$ cat config.mk
export PLATFORM = sky130hd
export DESIGN_NAME = accel_pwr_seq
export DESIGN_NICKNAME = d
export VERILOG_FILES = /design/src/rtl/accel_pwr_pkg.sv /design/src/rtl/accel_pwr_unit.sv /design/src/rtl/accel_pwr_rdmux.sv /design/src/rtl/accel_pwr_seq.sv
export SDC_FILE = /design/constraint.sdc
export NUM_CORES = 1
export LEC_CHECK = 0
export BUFFER_PORTS_ARGS = -buffer_cell sky130_fd_sc_hd__buf_2
export CORE_ASPECT_RATIO = 1.2
export CORE_MARGIN = 2
export CORE_UTILIZATION = 48
export DETAILED_ROUTE_END_ITERATION = 10
export PLACE_DENSITY = 0.88
export SLEW_MARGIN = 20
export SYNTH_ARGS = -nofsm -noshare
export SYNTH_HDL_FRONTEND = slang
export SYNTH_HIERARCHICAL = 1
export SYNTH_SLANG_ARGS = --single-unit
$ cat constraint.sdc
create_clock -name clk -period 1.4 [get_ports clk]
set_input_delay 0.14 -clock clk [delete_from_list [all_inputs] [get_ports clk]]
set_output_delay 0.14 -clock clk [all_outputs]
set_load 0.02 [all_outputs]
$ cat src/rtl/accel_pwr_pkg.sv
// Shared definitions for the accelerator power sequencer.
// Assumes 32-bit register words; bit positions are fixed by the register layout.
package accel_pwr_pkg;
    localparam int REQ_BIT = 0;   // power-down request, writable
    localparam int OFF_BIT = 27;  // unit fully off, read-only
    localparam int ON_BIT  = 29;  // unit running, read-only

    typedef enum logic [1:0] {
        PS_ACTIVE     = 2'd0,
        PS_GOING_DOWN = 2'd1,
        PS_OFF        = 2'd2,
        PS_WAKING     = 2'd3
    } pwr_state_e;
endpackage

$ cat src/rtl/accel_pwr_unit.sv
// Per-unit power handshake: one request register and a four-state machine.
// Assumes the acknowledge inputs are synchronous to clk. Wake-up has no time
// limit, so the self-test may take as long as the unit needs.
module accel_pwr_unit
    import accel_pwr_pkg::*;
(
    input  logic clk,
    input  logic rst_n,
    input  logic wr_hit,
    input  logic wr_val,
    input  logic pd_ack,
    input  logic up_done,
    output logic req_q,
    output logic pd_cmd,
    output logic flag_off,
    output logic flag_on
);
    pwr_state_e state_q, state_d;

    // Request register: holds the last value software wrote to bit 0.
    always_ff @(posedge clk) begin
        if (!rst_n)      req_q <= 1'b1;
        else if (wr_hit) req_q <= wr_val;
    end

    // Next state: a transition is left only on its own completion input.
    always_comb begin
        state_d = state_q;
        unique case (state_q)
            PS_ACTIVE:     if (req_q)   state_d = PS_GOING_DOWN;
            PS_GOING_DOWN: if (pd_ack)  state_d = PS_OFF;
            PS_OFF:        if (!req_q)  state_d = PS_WAKING;
            PS_WAKING:     if (up_done) state_d = PS_ACTIVE;
            default:                    state_d = PS_OFF;
        endcase
    end

    // State register: reset leaves the unit off.
    always_ff @(posedge clk) begin
        if (!rst_n) state_q <= PS_OFF;
        else        state_q <= state_d;
    end

    // Outputs decoded from state.
    always_comb begin
        pd_cmd   = (state_q == PS_GOING_DOWN) || (state_q == PS_OFF);
        flag_off = (state_q == PS_OFF);
        flag_on  = (state_q == PS_ACTIVE);
    end

    a_r3_flags_exclusive: assert property (@(posedge clk) disable iff (!rst_n)
        !(flag_off && flag_on));

    a_r4_reset_off: assert property (@(posedge clk)
        !rst_n |=> (flag_off && req_q && pd_cmd));

    a_r5_ack_lands_off: assert property (@(posedge clk) disable iff (!rst_n)
        (pd_cmd && !flag_off && pd_ack) |=> flag_off);

    a_r6_wake_waits: assert property (@(posedge clk) disable iff (!rst_n)
        (!pd_cmd && !flag_on && !up_done) |=> (!flag_on && !pd_cmd));

    a_r10_off_exit_only_wake: assert property (@(posedge clk) disable iff (!rst_n)
        flag_off |=> (flag_off || !pd_cmd));

    a_r7_running_req_starts_down: assert property (@(posedge clk) disable iff (!rst_n)
        (flag_on && req_q) |=> (pd_cmd && !flag_off));
endmodule

$ cat src/rtl/accel_pwr_rdmux.sv
// Read multiplexer: assembles the addressed unit's word from its request bit
// and flags. Any slot index that has no unit returns zero.
module accel_pwr_rdmux
    import accel_pwr_pkg::*;
#(
    parameter int NUM_UNITS = 16,
    parameter int IDX_W     = 6
) (
    input  logic [IDX_W-1:0]     idx,
    input  logic [NUM_UNITS-1:0] req,
    input  logic [NUM_UNITS-1:0] off,
    input  logic [NUM_UNITS-1:0] on,
    output logic [31:0]          rdata
);
    // Select the matching unit's word; slots without a unit read as zero.
    always_comb begin
        rdata = '0;
        for (int n = 0; n < NUM_UNITS; n++) begin
            if (idx == IDX_W'(n)) begin
                rdata[REQ_BIT] = req[n];
                rdata[OFF_BIT] = off[n];
                rdata[ON_BIT]  = on[n];
            end
        end
    end
endmodule

$ cat src/rtl/accel_pwr_seq.sv
// Top of the accelerator power sequencer: decodes the address, keeps one
// handshake machine per implemented unit and muxes the read word.
// Assumes NUM_UNITS <= 2**(ADDR_W-2) and NUM_UNITS <= 32.
module accel_pwr_seq #(
    parameter int                    NUM_UNITS = 16,
    parameter int                    ADDR_W    = 8,
    parameter logic [NUM_UNITS-1:0]  UNIT_MASK = 16'h1FFF
) (
    input  logic                 clk,
    input  logic                 rst_n,
    input  logic                 wr_en,
    input  logic [ADDR_W-1:0]    addr,
    input  logic [31:0]          wdata,
    output logic [31:0]          rdata,
    input  logic [NUM_UNITS-1:0] unit_pd_ack,
    input  logic [NUM_UNITS-1:0] unit_up_done,
    output logic [NUM_UNITS-1:0] unit_pd_cmd
);
    localparam int IDX_W = ADDR_W - 2;

    logic [IDX_W-1:0]     idx;
    logic [NUM_UNITS-1:0] wr_sel;
    logic [NUM_UNITS-1:0] req_v, off_v, on_v;

    // Word index: the byte offset within a word is dropped.
    assign idx = addr[ADDR_W-1:2];

    // Write select: one strobe per unit slot.
    always_comb begin
        for (int n = 0; n < NUM_UNITS; n++)
            wr_sel[n] = wr_en && (idx == IDX_W'(n));
    end

    for (genvar g = 0; g < NUM_UNITS; g++) begin : g_unit
        if (UNIT_MASK[g]) begin : g_impl
            accel_pwr_unit u_unit (
                .clk      (clk),
                .rst_n    (rst_n),
                .wr_hit   (wr_sel[g]),
                .wr_val   (wdata[accel_pwr_pkg::REQ_BIT]),
                .pd_ack   (unit_pd_ack[g]),
                .up_done  (unit_up_done[g]),
                .req_q    (req_v[g]),
                .pd_cmd   (unit_pd_cmd[g]),
                .flag_off (off_v[g]),
                .flag_on  (on_v[g])
            );
        end else begin : g_absent
            assign req_v[g]       = 1'b0;
            assign off_v[g]       = 1'b0;
            assign on_v[g]        = 1'b0;
            assign unit_pd_cmd[g] = 1'b0;
        end
    end

    accel_pwr_rdmux #(
        .NUM_UNITS (NUM_UNITS),
        .IDX_W     (IDX_W)
    ) u_rdmux (
        .idx   (idx),
        .req   (req_v),
        .off   (off_v),
        .on    (on_v),
        .rdata (rdata)
    );

    a_r9_absent_idle: assert property (@(posedge clk) disable iff (!rst_n)
        (unit_pd_cmd & ~UNIT_MASK) == '0);

    a_r8_reserved_zero: assert property (@(posedge clk) disable iff (!rst_n)
        (rdata & ~32'h2800_0001) == 32'h0);
endmodule

==> flow_summary_export.csv <==
group,metric,value,unit
clock_tree,clock-sinks,39,
yosys,ys.warnings.count,6,
route,drt_first_pass_iters,4,
die,die_h,105,µm
global_routing,grt_util_all_layers,19.6,%
setup_path,critPathLaunch,"g_unit[3].g_impl.u_unit/state_q[0]",
route,drtIter0Drc,101,
clock_tree,cts_made_buffers,5,
route,avgRoutedWirePerCell,14.1,µm
route,wirelength,9390,µm
finish,fin_util,66.7,%
timing,skew,0.00545,ns
yosys,ys_async_sr_fraction,0,%
global_routing,grt_first_pass_wirelength,14800,µm
setup_path,crit_buf_inv,2,
die,boundaryPins,123,
timing,fin_setup_tns,-2.00,ns
route,avgViaCountPerCell,5.01,
timing,fmax,0.495,GHz
setup_path,r2r_start,"g_unit[12].g_impl.u_unit/state_q[0]",
finish,antenna_cells,0,
route,drc,0,
finish,mostFrequentLayoutCells,"buf_4, buf_2, conb_1, mux2i_1, nor2b_1",
yosys,synth_cells,417,
setup_path,cp_data_arrival_time,1.88,ns
yosys,yosysTopAreaCell,"dfxtp_1",
setup_path,worst_setup_path_start_kind,"flip-flop",
placed_design,post_dp_cell_area,4880,µm²
setup_path,worstPathCellList,"inv_2 > ha_4 > mux2i_2 > a22oi_2 > a31oi_2 > o41ai_4 > buf_4",
finish,drive_gt1_share,46.2,%
yosys,synth-main-ff-cell,"dfxtp_1",
die,die_w,88.0,µm
yosys,yosys.area.top_type_share,19.2,%
finish,final_common_cell,"buf_4",
setup_path,cp-end-kind,"output port",
timing,slew_viol_final,0,
run_status,status,"finished with violations",
clock_tree,ctsHoldBuffers,0,
pwr,p_per_area,944,nW/µm²
global_routing,grt_max_degree,53,
placed_design,place.port_buffers,51,
clock_tree,clk_pin_slew_worst_paths,0.08,ns
setup_path,cp.required,1.26,ns
timing,worst_slack,-0.621,ns
pwr,ir_worst_vdd,0.539,mV
placed_design,gp_congestion,0.890,
min_path,hold_start,"unit_up_done[7]",
route,vias,3347,
route,drt.antenna.violating_nets,0,
run_status,violations,"setup timing",
setup_path,max_stage_delay,0.37,ns
global_routing,first_global_vias,3420,
die,initial_utilization,49.8,%
timing,hold_viol,0,
finish,postLayoutCellArea,5440,µm²
setup_path,path_class,"flip-flop to output port",
timing,period_share,144,%
setup_path,crit_path_top_delay_cell,"o41ai_4",
die,fp-row-count,36,
die,die-area,9220,µm²
timing,rsz0062_at_grt,"yes",
die,core_area,8150,µm²
clock_tree,clock_path_buffers,2,
yosys,synth-edff-count,0,
global_routing,antenna_found_initial,0,
yosys,synth_seq_cells,39,
run,drv_cap,0,
clock_tree,cts-root-buf,"clkbuf_8",
clock_tree,htreeDepth,2,
yosys,synth_area,4060,µm²
yosys,syn_avg_cell_area,9.75,µm²
finish,syn_to_final_growth,33.8,%
yosys,synth.distinct_cells,48,
clock_tree,clkLatencyLatePin,0.30,ns
global_routing,overflow,0,
pwr,leakage,2.59,nW
yosys,synth_area_leaders,"dfxtp_1, ha_1, mux2i_1",
clock_tree,cts_tree,"built",
setup_path,crit_family,"compound AO/OA/AOI/OAI gates",
finish,fin_nets,680,
yosys,yosysSeqAreaShare,19.2,%
placed_design,hpwl,6830,µm
timing,period_needed,2.02,ns
timing,setup_viol,14,
setup_path,path_max_fanout,3,
min_path,hold_class,"input pin to flip-flop",
==> power breakdown <==
group | total [W] | leakage [nW] | internal [W] | switching (W)
clock | 0.000783 | 0.0477 | 0.000342 | 0.000440
sequential | 0.00135 | 0.318 | 0.00125 | 0.0000976
combinational | 0.00300 | 2.23 | 0.00154 | 0.00146
==> cell families (layout without fill, tap and decap cells) <==
kind of cell / count (synthesis) / in the layout / share of synthesized area [%]
AO/OA/AOI/OAI: 67 / 67 / 20.0
adder cells (fa/ha/maj): 52 / 52 / 16.0
buffers and inverters: 94 / 189 / 12.9
flip-flops: 39 / 39 / 19.2
multiplexers: 58 / 58 / 15.9
other: 2 / 44 / 0.185
AND/OR/NAND/NOR: 105 / 105 / 15.7
==> flip-flops by register name, indices dropped and copies added (netlist names) <==
signal	flops
g_unit.g_impl.u_unit/req_q	13
g_unit.g_impl.u_unit/state_q	26
==> tightest hold or removal path, delay by kind of cell <==
| kind | cells | cell delay (ns) |
|---|---|---|
| multiplexers | 1 | 0.10 |
| buffers and inverters | 2 | 0.17 |
| AO/OA/AOI/OAI | 1 | 0.07 |
==> layer usage <==
metal	part of all wire (%)	GRT usage, %	up-vias	wire length (µm)
met1	40	22.0	1604	3780
met4	1.3	4.40	0	123
li1	-	-	1660	-
met2	55	37.7	74	5180
met5	0	0	-	0
met3	3.2	2.76	9	304
==> timing repair <==
item                       4_1_cts  5_1_grt
gates resized for setup         59       63
setup endpoints to repair       31       31
buffers inserted                 6        5
hold endpoints to repair         0        0
pin swaps                        5       16
==> per-stage QoR <==
stage | worst slack, ns | hold slack, ns | std cells | power [W]
3_5_place_dp | -0.280 | 0.507 | 651 | 0.00393
3_3_place_gp | -0.287 | 0.498 | 651 | 0.00383
4_1_cts | -0.590 | 0.225 | 665 | 0.00490
5_1_grt | -0.688 | 0.245 | 668 | 0.00545
2_1_floorplan | -0.0748 | 0.202 | 459 | 0.00324
6_report | -0.621 | 0.227 | 668 | 0.00513
==> path summary, 6_finish.rpt <==
path | depth (start not counted) | end | slack, ns
max reg2reg | 6 | g_unit[12].g_impl.u_unit/state_q[1] | -0.07
min reg2reg | 2 | g_unit[5].g_impl.u_unit/req_q | 0.52
max | 7 | rdata[27] | -0.62
min | 4 | g_unit[7].g_impl.u_unit/state_q[1] | 0.23
==> final cells by class <==
class	instances	area, µm²
Multi-Input combinational cell	326	3250
Fill cell	641	2720
Timing Repair Buffer	126	911
Sequential cell	39	832
Inverter	55	219
Tap cell	114	143
Clock buffer	5	68.8
Clock inverter	3	15.0
==> cells in the mapped netlist (2+ instances only) <==
cell type and count:
nor3_1 3, inv_1 42, clkinv_1 13, nand4bb_1 2
buf_6 5, nand2b_1 2, a22oi_1 5, nor3b_1 4
nand3b_1 3, conb_1 2, o21ai_0 2, ha_1 52
or2_0 13, mux2_4 13, or4b_1 2, a21oi_1 7
a221o_1 13, mux2i_1 43, nand2_1 19, nor2b_1 30
a31oi_1 2, nand3_1 2, a221oi_4 13, buf_4 33
o221a_1 2, nor2_1 17, dfxtp_1 39, o211a_1 13
o32ai_1 2
Power figures use the tool's default switching activity.
